**src/rtl/mm3_seq.sv**
```systemverilog
module mm3_seq #(
  parameter int DW = 16,
  parameter int AW = 16
) (
  input  logic          clk,
  input  logic          rst_n,
  output logic [AW-1:0] mem_addr,
  output logic          mem_rd,
  output logic          mem_wr,
  output logic [DW-1:0] mem_wdata,
  input  logic [DW-1:0] mem_rdata,
  output logic          done
);

  localparam logic [DW-1:0] OP_ADD = DW'(1);
  localparam logic [DW-1:0] OP_SUB = DW'(2);
  localparam logic [DW-1:0] OP_MUL = DW'(3);

  typedef enum logic [2:0] {
    S_RD, S_WAIT, S_LATCH, S_DEC, S_EXE, S_WSET, S_WR, S_HALT
  } st_t;

  st_t st;
  logic [2:0]    ph;
  logic [AW-1:0] pc, mar, a_ea, b_ea, d_ea;
  logic [DW-1:0] mdr, ir, opa, opb, acc, alu;
  logic          op_ok;

  assign mem_addr  = mar;
  assign mem_wdata = mdr;
  assign mem_rd    = (st == S_RD);
  assign mem_wr    = (st == S_WR);
  assign done      = (st == S_HALT);

  assign op_ok = (ir == OP_ADD) || (ir == OP_SUB) || (ir == OP_MUL);

  always_comb begin
    case (ir)
      OP_ADD:  alu = opa + opb;
      OP_SUB:  alu = opa - opb;
      OP_MUL:  alu = opa * opb;
      default: alu = '0;
    endcase
  end

  always_ff @(posedge clk) begin
    if (!rst_n) begin
      st   <= S_RD;
      ph   <= '0;
      pc   <= '0;
      mar  <= '0;
      mdr  <= '0;
      ir   <= '0;
      a_ea <= '0;
      b_ea <= '0;
      d_ea <= '0;
      opa  <= '0;
      opb  <= '0;
      acc  <= '0;
    end else begin
      case (st)
        S_RD:   st <= S_WAIT;
        S_WAIT: begin
          mdr <= mem_rdata;
          st  <= S_LATCH;
        end
        S_LATCH: begin
          case (ph)
            3'd0: begin ir   <= mdr;           mar <= pc + AW'(1); ph <= 3'd1; st <= S_RD; end
            3'd1: begin a_ea <= mdr[AW-1:0];   mar <= pc + AW'(2); ph <= 3'd2; st <= S_RD; end
            3'd2: begin b_ea <= mdr[AW-1:0];   mar <= pc + AW'(3); ph <= 3'd3; st <= S_RD; end
            3'd3: begin d_ea <= mdr[AW-1:0];   pc  <= pc + AW'(4); st <= S_DEC; end
            3'd4: begin opa  <= mdr;           mar <= b_ea;        ph <= 3'd5; st <= S_RD; end
            default: begin opb <= mdr; st <= S_EXE; end
          endcase
        end
        S_DEC: begin
          if (op_ok) begin
            mar <= a_ea;
            ph  <= 3'd4;
            st  <= S_RD;
          end else begin
            st <= S_HALT;
          end
        end
        S_EXE: begin
          acc <= alu;
          st  <= S_WSET;
        end
        S_WSET: begin
          mar <= d_ea;
          mdr <= acc;
          st  <= S_WR;
        end
        S_WR: begin
          mar <= pc;
          ph  <= 3'd0;
          st  <= S_RD;
        end
        default: st <= S_HALT;
      endcase
    end
  end

endmodule

```
**config.mk**
```make
export PLATFORM = sky130hd
export DESIGN_NAME = mm3_seq
export DESIGN_NICKNAME = d
export VERILOG_FILES = /design/src/rtl/mm3_seq.sv
export SDC_FILE = /design/constraint.sdc
export NUM_CORES = 1
export LEC_CHECK = 0
export BUFFER_PORTS_ARGS = -buffer_cell sky130_fd_sc_hd__buf_2
export CAP_MARGIN = 10
export CORE_MARGIN = 4
export CORE_UTILIZATION = 57
export DETAILED_ROUTE_END_ITERATION = 10
export PLACE_DENSITY = 0.78
export SETUP_SLACK_MARGIN = 0.3
export SLEW_MARGIN = 20
export SYNTH_ARGS = -nofsm -noshare
export SYNTH_HDL_FRONTEND = slang
export SYNTH_SLANG_ARGS = --single-unit
```
**constraint.sdc**
```tcl
create_clock -name clk -period 5.2 [get_ports clk]
set_input_delay 1.3 -clock clk [delete_from_list [all_inputs] [get_ports clk]]
set_output_delay 1.3 -clock clk [all_outputs]
set_load 0.03 [all_outputs]
```
# Word level (Yosys, flattened, before mapping)
# Cells that the tools add are included.
dict set report totals {
  n_memories 0
  input_bits 18
  latchBits 0
  elab_cells 64
  romBits 0
  out_inout_bits 35
  mem_bits_rw 0
  ff_bits 166
}
dict set report classes {
  n_reduce_logical 17
  n_mul 1
  n_shift 0
  n_eq_ne 16
  muxes 11
  bitwise 1
  order_cmp 0
  n_addsub 6
  div 0
}
# op n
set ops {}
lappend ops {{$pmux W16 S4} 2}
lappend ops {{$pmux W16 S3} 1}
lappend ops {{$add A16 B2 Y16 const B} 2}
lappend ops {{$eq A16 B2 Y1 const B} 2}
lappend ops {{$pmux W16 S2} 1}
lappend ops {{$pmux W3 S7} 1}
lappend ops {{$add A16 B1 Y16 const B} 1}
lappend ops {{$add A16 B16 Y16} 1}
lappend ops {{$add A16 B3 Y16 const B} 1}
lappend ops {{$eq A16 B1 Y1 const B} 1}
lappend ops {{$mul A16 B16 Y16} 1}
lappend ops {{$mux W16} 1}
lappend ops {{$sub A16 B16 Y16} 1}
lappend ops {{$eq A3 B3 Y1 const B} 5}
lappend ops {{$eq A3 B2 Y1 const B} 4}
lappend ops {{$pmux W3 S4} 1}
lappend ops {{$reduce_and A2 Y1} 6}
lappend ops {{$pmux W3 S3} 1}
lappend ops {{$eq A3 B1 Y1 const B} 2}
lappend ops {{$logic_not A3 Y1} 2}
lappend ops {{$mux W3} 2}
lappend ops {{$pmux W3 S2} 1}
lappend ops {{$reduce_and A3 Y1} 2}
lappend ops {{$ne A5 B5 Y1 const B} 1}
lappend ops {{other kinds (8)} 9}

# Longest topological paths before layout
# Gate-level depths: netlist of run 1.
dict set report depth {
  word_depth 5
  mapped_depth 22
  depth_no_buf 20
}

# Worst setup path after synthesis of run 1
# No wires, ideal clock.
dict set report synth_path {
  path_kind {flip-flop to flip-flop}
  startpoint {reg opb[4]}
  endpoint {reg acc[14]}
  path_slack_ns -0.129
  required_time_ns 5.126
  path_buffers 2
  period_less_slack_ns 5.329
  setup_time_ns 0.074
  path_stages_with_launch 21
  arrival_ns 5.255
  cell_sequence {dfxtp_1 > clkbuf_1 > clkbuf_1 > and2_1 > fa_1 > inv_1 > fa_1 > fa_1 > fa_1 > inv_1 > fa_1 > inv_1 > fa_1 > inv_1 > ha_1 > a21o_1 > nor3_1 > nor2_1 > a2111oi_0 > o31ai_1 > a31oi_1}
}
dict set report synth_via {
  elab_chain_len 2
  elab_cells_between_ends 4
  classes_between {add/sub: 2; mul: 1; mux: 1}
}
# item line
set synth_rtl {}
lappend synth_rtl {{from (decl)} 26} ;# logic [DW-1:0] mdr, ir, opa, opb, acc, alu;
lappend synth_rtl {{from (signal assigned)} 58} ;# opb <= '0;
lappend synth_rtl {{from (signal assigned)} 74} ;# default: begin opb <= mdr; st <= S_EXE; end
lappend synth_rtl {{$mul A16 B16 Y16 (tied with other cells)} 41} ;# OP_MUL: alu = opa * opb;
lappend synth_rtl {{$pmux W16 S3 (*)} 38} ;# case (ir)
lappend synth_rtl {{to (signal assigned)} 87} ;# acc <= alu;
lappend synth_rtl {{to (decl)} 26}
# Mark *: on every way between the ends. The rest lies on a longest branch, timed or not.
# A chain may end at the register's enable or synchronous reset.

# Worst setup path in the final report of run 1
dict set report layout_path {
  startpoint {reg opb[1]}
  endpoint {reg acc[15]}
}
# The elaborated chain is that of the path after synthesis.

==> summary.md, run 1 <==
| Metric | Value |
|---|---|
| Outcome | `finished clean` |
| Hold Path Depth | `2` |
| Core area | `0.0203 mm^2` |
| Latest clock arrival within the worst-skew pair | `0.44 ns` |
| Number of global-route vias before repair | `around 10000` |
| Max Fclk | `between 0.15 and 0.2 GHz` |
| Routed Antenna Nets | `0` |
| Worst setup EP type | `flip-flop` |
| Slowest CP cell | `fa_1` |
| FF-to-FF Start | `opb[1]` |
| Worst Path Buf+Inv | `4` |
| Pint | `roughly 2.1 mW` |
| Synthesis Warnings | `0` |
| Top area cells in the synthesized netlist | `dfxtp_1, fa_1, nand2_1` |
| Router iterations before antenna repair | `6` |
| Worst hold path endpoint | `d_ea[12]` |
| Flop pwr share | `between 40 and 50%` |
| Worst hold margin | `0.453 ns` |
| Fin. max-slew vios | `0` |
| Gp weighted congestion | `0.935` |
| Slew @ Worst Pin | `1.16 ns` |
| Top_reg_cell synth | `dfxtp_1` |
| Num rows | `52` |
| Syn nets | `1648` |
| R2r setup slk | `0.02 ns` |
| Share of post-route cells with drive strength above 1 | `14.9%` |
| Die height | `152 um` |
| CTS tree | `yes` |
| Die Area | `0.0231 mm^2` |
| CTS sink cnt | `164` |
| DRT iter0 DRCs | `975` |
| Hold Startpoint | `d_ea[12]` |
| Layout area overhead | `14.5%` |
| Via count | `approximately 11000` |
| Initial antenna violation count | `0` |
| Tot Pwr | `2.90 mW` |
| Crit-path max FO | `10` |
| Slew HR | `22.0%` |
| Arrival @ worst endpoint | `5.49 ns` |
| Clock Skews | `0.0124 ns` |
| Most common cell in the netlist | `nand2_1` |
| CP required | `~5.5 ns` |
| WS Path Type | `flip-flop to flip-flop` |
| Number of antenna diodes | `0` |
| Clock share of power | `between 40% and 50%` |
| Synth Instances | `~1500` |
| Number of library cell types mapped by synthesis | `61` |
| Util after Layout | `66.5%` |
| GRT Util Overall | `~29%` |
| CP Launch Point | `opb[1]` |
| Max VDD drop | `302 uV` |
| Chip width | `152 um` |
| Final Critical Period | `5.18 ns` |
| Ports | `53` |
| Slowest stage delay, CP | `0.55 ns` |
| GRT overflow | `0` |
| DRC Markers | `0` |
| Leak pwr | `5.54 nW` |
| MaxCap Viol Count | `0` |
| Wirelength, routed | `~34 mm` |
| Post-synthesis sequential area ratio | `27.8%` |
| CP most frequent cell | `fa_1` |
| CTS H-Tree Depth | `4` |
| Clock root buffer | `clkbuf_16` |
| Final setup fails | `0` |
| Synthesized area | `0.0118 mm^2` |
| Logic pwr share | `10.9%` |
| CTS Buffer Depth | `2` |
| HP Class | `flip-flop to flip-flop` |
| First-pass GRT wire length | `roughly 54 mm` |
| Total CTS buffers | `17` |
| Fin crit share | `99.7%` |
| Final #Nets | `between 1500 and 2000` |
| CP top delay family | `adder cells` |
| Leading area contributor after synthesis | `dfxtp_1` |
| CP startpoint kind | `flip-flop` |
| Clock Pin Slew Worst Setup and Hold Paths | `about 0.070 ns` |
| Asr flop ratio synth | `0%` |
| Worst Reg2Reg Path Length in Cells | `20` |
| WL/cell | `between 15 and 20 um` |
| FF+latch count, synth | `roughly 160` |
| FF-to-FF End | `acc[15]` |
| Hpwl dp | `24.3 mm` |
| Hold buffers post-CTS | `0` |
| Final Hold Viols | `0` |
| Avg Inst Size Synth | `7.96 um^2` |
| Synth cell count leaders | `nand2_1, dfxtp_1, a21oi_1` |
| Pwr Density | `215 mW/mm^2` |
| Synth top area share | `27.8%` |
| Switching power | `around 0.84 mW` |
| Pin count of the biggest net entering global routing | `75` |
| Crit path cell chain | `buf_4 > nand2_1 > fa_1 > fa_1 > inv_1 > ha_1 > fa_1 > ha_1 > inv_1 > fa_1 > inv_1 > ha_1 > o21a_1 > o31a_1 > o211ai_1 > nand2_1 > a221oi_2 > o21ai_1 > xnor2_1 > o211ai_1` |
| Total negative slack | `0 ns` |
| Initial Util | `approximately three fifths` |
| PortBufs | `52` |
| Switching part of the total | `~29%` |
| RSZ-0062 raised after global routing | `true` |
| Via/cell ratio | `5.90` |
| Post-synth EDFFs | `0` |
==> metrics by stage <==
step	instances	cell area (um^2)	worst slack (ns)
global placement	1781	12600	-0.0679
floorplan	1482	11900	0.227
detailed placement	1781	12600	-0.178
global route	1817	13500	-0.166
finish	1817	13500	0.0151
CTS	1814	13400	0.0941
==> state kept, by name (all words and copies together) (netlist names), 14 cells and up <==
name,cells
b_ea,16
ir,16
acc,16
mem_addr,16
d_ea,16
opb,16
opa,16
a_ea,16
mem_wdata,16
pc,14
==> routing by layer <==
metal	vias up	GRT usage [%]	share of wire [%]
li1	5002	-	-
met1	5071	40.8	41
met2	552	44.3	45
met3	90	5.09	10
met4	0	9.72	3.2
met5	-	0	0
==> power by group through the flow <==
stage	clock, mW	combinational, mW	sequential (mW)
2_1_floorplan	0	0.184	1.40
3_3_place_gp	0	0.306	1.39
3_5_place_dp	0	0.311	1.39
4_1_cts	1.23	0.313	1.36
5_1_grt	1.28	0.347	1.36
6_report	1.23	0.317	1.36
==> layout by cell type, fill, tap and decap left out, types with 6 or more instances in the layout <==
cell type,instances
buf_4,69
o21a_1,9
dfxtp_1,143
a21oi_1,137
xor2_1,28
fa_1,78
ha_4,6
nor2_1,93
nand2b_1,6
a211oi_1,36
dfxtp_4,9
clkbuf_16,17
a22o_1,14
mux2i_1,19
xnor2_1,38
and2_1,67
nand2_1,314
ha_1,61
nand3_1,7
and3_1,10
a221oi_1,16
or3_1,9
dfxtp_2,12
nor3_1,19
buf_2,52
o21ai_0,33
nor2b_1,6
inv_1,118
==> how the worst max path moves through the flow <==
| stage | endpoint | cells past startpoint | slack (ns) |
|---|---|---|---|
| after detailed placement | acc[14] | 16 | -0.18 |
| after floorplan | acc[14] | 20 | 0.23 |
| after global routing | acc[15] | 20 | -0.17 |
| after global placement | acc[14] | 16 | -0.07 |
| final | acc[15] | 20 | 0.02 |
| after CTS | acc[14] | 17 | 0.09 |
==> kinds of logic after synthesis <==
kind of cell / after synthesis / share of synthesized area [%]
buffers and inverters: 214 / 7.09
adder cells (fa/ha/maj): 148 / 20.9
multiplexers: 19 / 1.61
XOR/XNOR: 72 / 5.41
AND/OR/NAND/NOR: 566 / 21.3
flip-flops: 164 / 27.8
AO/OA/AOI/OAI: 299 / 15.9
==> tightest hold or removal path, delay by kind of cell, from the launching register on <==
kind	cells	cell delay [ns]
and+or+nand+nor	1	0.05
DFF	1	0.31
AOI/OAI and AO/OA	1	0.05
==> final cells by class <==
type | instances | area, um^2
multi-input cells | 1104 | 7990
fillers | 1648 | 6790
flip-flops and latches | 164 | 3330
repair buffers | 124 | 812
inverters | 124 | 470
clock buffers | 19 | 443
well taps | 270 | 338
clock inverters | 12 | 121
==> repair_timing <==
action | CTS | global route
pin swaps | 28 | 18
resized for setup | 54 | 29
setup endpoints to repair | 7 | 9
buffers inserted | 2 | 3
Power figures use the tool's default switching activity.
==> run 2, diff against run 1 <==
==> constraint.sdc (replaced) <==
create_clock -name clk -period 5.2 [get_ports clk]
set_input_delay 0.26 -clock clk [delete_from_list [all_inputs] [get_ports clk]]
set_output_delay 0.26 -clock clk [all_outputs]
set_load 0.03 [all_outputs]
==> summary.md, run 2 (synthesis results as in run 1) <==
| Metric | Value |
|---|---|
| Outcome | `finished clean` |
| Router iterations before antenna repair | `5` |
| RSZ-0062 raised after global routing | `true` |
| Initial Util | `58.1%` |
| Final #Nets | `1700` |
| Clock Pin Slew Worst Setup and Hold Paths | `about 0.07 ns` |
| Worst Reg2Reg Path Length in Cells | `18` |
| CP startpoint kind | `flip-flop` |
| CP Depth | `18` |
| FF-to-FF Start | `opb[3]` |
| Logic pwr share | `between 10% and 20%` |
| First-pass GRT wire length | `roughly 53 mm` |
| Hpwl dp | `between 20 and 25 mm` |
| GRT Util Overall | `28.2%` |
| Hold buffers post-CTS | `0` |
| Chip width | `152 um` |
| CTS tree | `yes` |
| Crit path cell chain | `nand2_1 > fa_1 > fa_1 > fa_1 > fa_1 > inv_1 > fa_1 > inv_2 > fa_1 > inv_2 > ha_4 > a21o_4 > nor3_4 > nor2_4 > nand2_2 > nor3_4 > o31ai_4 > a31oi_1` |
| Worst Path Buf+Inv | `3` |
| CTS sink cnt | `164` |
| CTS H-Tree Depth | `4` |
| Clock Skews | `0.0104 ns` |
| CTS Buffer Depth | `2` |
| Arrival @ worst endpoint | `5.45 ns` |
| Pin count of the biggest net entering global routing | `101` |
| Flop pwr share | `46.8%` |
| Max VDD drop | `316 uV` |
| Fin crit share | `99.4%` |
| Slew HR | `between 30% and 40%` |
| Die height | `152 um` |
| DRC Markers | `0` |
| Wirelength, routed | `34.1 mm` |
| DRT iter0 DRCs | `1122` |
| Final setup fails | `0` |
| End point of the critical path | `acc[14]` |
| Num rows | `52` |
| Pint | `2.05 mW` |
| Core area | `0.0203 mm^2` |
| Most frequent cells in the layout | `nand2_1, dfxtp_1, a21oi_1` |
| Post-Place Cell Area | `between 0.01 and 0.015 mm^2` |
| Routed Antenna Nets | `0` |
| CP top delay family | `adder cells` |
| Slew @ Worst Pin | `1.05 ns` |
| WL/cell | `18.7 um` |
| Final Hold Viols | `0` |
| FF-to-FF End | `acc[14]` |
| Die Area | `0.0231 mm^2` |
| Crit-path max FO | `10` |
| Switching part of the total | `29.8%` |
| Hold Startpoint | `mem_rdata[5]` |
| Clock share of power | `42.6%` |
| Via count | `10800` |
| Gp weighted congestion | `0.921` |
| Total CTS buffers | `17` |
| CP required | `between 5 and 6 ns` |
| Layout area overhead | `15.4%` |
| Max Fclk | `0.193 GHz` |
| MaxCap Viol Count | `0` |
| Pwr Density | `214 mW/mm^2` |
| Most common cell after layout, fill and taps aside | `nand2_1` |
| PortBufs | `52` |
| WS Path Type | `flip-flop to flip-flop` |
| Slowest CP cell | `fa_1` |
| Initial antenna violation count | `0` |
| Final Cell Area | `0.0136 mm^2` |
| Ports | `53` |
| Latest clock arrival within the worst-skew pair | `0.43 ns` |
| Via/cell ratio | `5.97` |
| Clock root buffer | `clkbuf_16` |
| R2r setup slk | `between 0.03 and 0.04 ns` |
| Number of antenna diodes | `0` |
| HP Class | `input port to flip-flop` |
| GRT overflow | `0` |
| CP Launch Point | `opb[3]` |
| Fin. max-slew vios | `0` |
| Final Critical Period | `5.17 ns` |
| Switching power | `~0.87 mW` |
| Share of post-route cells with drive strength above 1 | `16.0%` |
| Leak pwr | `5.50 nW` |
| Number of global-route vias before repair | `just over 10000` |
| Worst setup EP type | `flip-flop` |
| CP most frequent cell | `fa_1` |
| Slowest stage delay, CP | `a little under 0.6 ns` |
| Util after Layout | `67.1%` |
## run 2: changes by cell type in the layout (fill, tap and decap cells not counted), sizes merged
cell,delta
clkinvlp,-1
bufinv,-1
inv,+3
buf,-1
## run 2: repair_timing
item                       4_1_cts  5_1_grt
setup endpoints to repair        8        8
pin swaps                       27       16
setup buffers                    5        3
resized for setup               57       48
## run 2: worst min-delay path by stage
stage                        end  depth (start not counted)
floorplan               b_ea[14]                          2
global placement         d_ea[6]                          2
detailed placement       a_ea[9]                          2
CTS                 mem_wdata[5]                          3
global route        mem_wdata[5]                          3
finish              mem_wdata[5]                          3
## run 2: per-layer routing
metal / up-vias / share of wire, % / track usage (%)
li1: 5005 / - / -
met1: 5141 / 42 / 39.4
met2: 585 / 45 / 44.1
met3: 114 / 9.6 / 5.63
met4: 0 / 3.4 / 9.03
met5: - / 0 / 0
## run 2: cell type report
class | count | area, um^2
multi-input cells | 1104 | 8060
fillers | 1643 | 6690
flip-flops and latches | 164 | 3330
repair buffers | 123 | 828
inverters | 124 | 468
clock buffers | 19 | 453
well taps | 270 | 338
clock inverters | 13 | 133
## run 2: power groups by stage
stage          clock network, mW  logic, mW  registers (mW)
2_1_floorplan                  0      0.184            1.40
3_3_place_gp                   0      0.298            1.39
3_5_place_dp                   0      0.302            1.39
4_1_cts                     1.24      0.305            1.36
5_1_grt                     1.29      0.334            1.37
6_report                    1.24      0.308            1.36
## run 2: per-stage QoR
stage          worst slack (ns)  hold slack [ns]  std cells  total power [mW]  TNS [ns]
2_1_floorplan             0.227            0.436       1482              1.59         0
3_3_place_gp             -0.130            0.441       1777              1.69    -0.130
3_5_place_dp             -0.202            0.447       1777              1.69    -0.232
4_1_cts                  0.0544            0.176       1814              2.91         0
5_1_grt                  -0.113            0.193       1817              2.99    -0.347
6_report                 0.0315            0.181       1817              2.91         0
## run 2: worst register-to-register path, stage by stage (launching register included)
cell,delay [ns]
dfxtp_2,0.44
nand2_1,0.11
fa_1,0.48
fa_1,0.58
fa_1,0.44
fa_1,0.49
inv_1,0.05
fa_1,0.49
inv_2,0.04
fa_1,0.49
inv_2,0.05
ha_4,0.22
a21o_4,0.26
nor3_4,0.20
nor2_4,0.09
nand2_2,0.11
nor3_4,0.06
o31ai_4,0.32
a31oi_1,0.14
==> run 3, diff against run 2 <==
--- a/config.mk
+++ b/config.mk
@@ -7,10 +7,13 @@
 export LEC_CHECK = 0
 export BUFFER_PORTS_ARGS = -buffer_cell sky130_fd_sc_hd__buf_2
 export CAP_MARGIN = 10
+export CELL_PAD_IN_SITES_DETAIL_PLACEMENT = 1
+export CELL_PAD_IN_SITES_GLOBAL_PLACEMENT = 2
 export CORE_MARGIN = 4
-export CORE_UTILIZATION = 57
+export CORE_UTILIZATION = 34
 export DETAILED_ROUTE_END_ITERATION = 10
-export PLACE_DENSITY = 0.78
+export GPL_ROUTABILITY_DRIVEN = 0
+export PLACE_DENSITY = 0.76
 export SETUP_SLACK_MARGIN = 0.3
 export SLEW_MARGIN = 20
 export SYNTH_ARGS = -nofsm -noshare
==> summary.md, run 3 (synthesis results as in run 1) <==
| Metric | Value |
|---|---|
| Latest clock arrival within the worst-skew pair | `0.44 ns` |
| HP Class | `input port to flip-flop` |
| R2r setup slk | `0.08 ns` |
| Leak pwr | `5.72 nW` |
| Num rows | `67` |
| Total CTS buffers | `17` |
| Hold Path Depth | `3` |
| First-pass GRT wire length | `~63 mm` |
| RSZ-0062 raised after global routing | `true` |
| Core area | `between 0.03 and 0.04 mm^2` |
| FF-to-FF Start | `opb[4]` |
| WS Path Type | `flip-flop to flip-flop` |
| Clock Skews | `0.0278 ns` |
| Final Hold Viols | `0` |
| Worst Reg2Reg Path Length in Cells | `19` |
| Via count | `around 11000` |
| Hold Startpoint | `mem_rdata[6]` |
| CP required | `5.57 ns` |
| Worst Path Buf+Inv | `5` |
| Tot Pwr | `3.07 mW` |
| Routed Antenna Nets | `0` |
| Die height | `194 um` |
| Max Fclk | `0.195 GHz` |
| Arrival @ worst endpoint | `5.48 ns` |
| Slowest CP cell | `fa_1` |
| Router iterations before antenna repair | `5` |
| GRT Util Overall | `20.9%` |
| Reg area | `0.00333 mm^2` |
| DRC Markers | `0` |
| Initial antenna violation count | `0` |
| Ports | `53` |
| Die Area | `0.0377 mm^2` |
| Hpwl dp | `29.5 mm` |
| Util after Layout | `41.8%` |
| Crit path cell chain | `and2_4 > fa_1 > inv_2 > fa_1 > fa_1 > fa_1 > inv_2 > fa_1 > inv_1 > fa_1 > inv_2 > ha_4 > a21o_4 > nor3_2 > nor2_2 > buf_4 > a2111oi_4 > o31ai_2 > a31oi_1` |
| Outcome | `finished clean` |
| CP startpoint kind | `flip-flop` |
| Most common cell after layout, fill and taps aside | `nand2_1` |
| Via/cell ratio | `5.22` |
| Pwr Density | `between 200 and 250 mW/mm^2` |
| Pin count of the biggest net entering global routing | `92` |
| Crit-path max FO | `7` |
| Max VDD drop | `199 uV` |
| Fin crit share | `98.4%` |
| Number of global-route vias before repair | `between 10000 and 15000` |
| Clock root buffer | `clkbuf_16` |
| Final #Nets | `1737` |
| CTS H-Tree Depth | `4` |
| FILL cells | `4147` |
| Slowest stage delay, CP | `around 0.54 ns` |
| Wirelength, routed | `39.8 mm` |
| Multi-input gate area | `between 0.008 and 0.009 mm^2` |
| PortBufs | `between 50 and 60` |
| Worst hold path endpoint | `mem_wdata[6]` |
| Initial Util | `34.8%` |
| GRT overflow | `0` |
| Layout area overhead | `20.0%` |
| MaxCap Viol Count | `0` |
| Slew HR | `32.0%` |
| FF-to-FF End | `acc[14]` |
| Most frequent cells in the layout | `nand2_1, dfxtp_1, a21oi_1` |
| CTS tree | `yes` |
| Fin. max-slew vios | `0` |
| Slew @ Worst Pin | `1.02 ns` |
| CP top delay family | `adder cells` |
| Final Critical Period | `~5.1 ns` |
| WL/cell | `19.6 um` |
| Clock Pin Slew Worst Setup and Hold Paths | `0.08 ns` |
| CTS sink cnt | `164` |
| Share of post-route cells with drive strength above 1 | `~18%` |
| CTS Buffer Depth | `2` |
| Worst setup EP type | `flip-flop` |
| CP most frequent cell | `fa_1` |
| Final setup fails | `0` |
| Chip width | `194 um` |
| DRT iter0 DRCs | `around 600` |
[run 3: stage by stage]
stage / hold WS, ns / area, um^2 / setup WS [ns] / setup TNS [ns] / std cells
global placement: 0.442 / 13000 / -0.0970 / -0.295 / 1982
finish: 0.162 / 14200 / 0.0815 / 0 / 2033
detailed placement: 0.447 / 13000 / -0.175 / -0.576 / 1982
floorplan: 0.436 / 11900 / 0.227 / 0 / 1482
CTS: 0.156 / 13800 / 0.00972 / 0 / 2026
global route: 0.176 / 14100 / -0.0934 / -0.202 / 2032
[run 3: power breakdown]
group / total, mW / internal (mW) / switching, mW
Combinational: 0.319 / 0.0947 / 0.224
Sequential: 1.37 / 1.29 / 0.0801
Clock: 1.38 / 0.786 / 0.592
[run 3: what timing repair did]
item | 4_1_cts | 5_1_grt
hold buffers | 0 | 0
setup buffers | 12 | 6
pin swaps | 26 | 61
endpoints found under the setup margin | 8 | 9
gates resized for setup | 40 | 67
[run 3: final cells by class]
type | count | area share [%]
Antenna cell | 1 | 0.0177
Clock buffer | 18 | 3.10
Clock inverter | 14 | 1.33
Inverter | 124 | 3.32
Multi-Input combinational cell | 1104 | 56.7
Sequential cell | 164 | 23.5
Tap cell | 448 | 3.96
Timing Repair Buffer | 160 | 8.06
[run 3: worst max path at each step]
stage / startpoint / endpoint / slack (ns) / depth (start not counted)
final: opb[4] / acc[14] / 0.08 / 19
after global routing: opb[4] / acc[14] / -0.09 / 19
after CTS: opb[4] / acc[12] / 0.01 / 20
after detailed placement: opb[1] / acc[12] / -0.18 / 19
after global placement: opb[1] / acc[13] / -0.1 / 17
after floorplan: opb[4] / acc[14] / 0.23 / 20
[run 3: worst register-to-register path: cells and delay by family (launching register included)]
| family | cells | cell delay (ns) |
|---|---|---|
| fa+ha+maj | 7 | 3.16 |
| simple gates | 3 | 0.39 |
| flops | 1 | 0.37 |
| compound gates | 4 | 0.79 |
| buf+inv | 5 | 0.35 |
[run 3: metal layers]
| metal | share of wire [%] | vias up | GRT usage [%] |
|---|---|---|---|
| met5 | 0 | - | 0 |
| met4 | 0.92 | 0 | 2.94 |
| met3 | 2.8 | 24 | 2.02 |
| met2 | 46 | 173 | 33.6 |
| met1 | 51 | 5347 | 31.4 |
| li1 | - | 5072 | - |
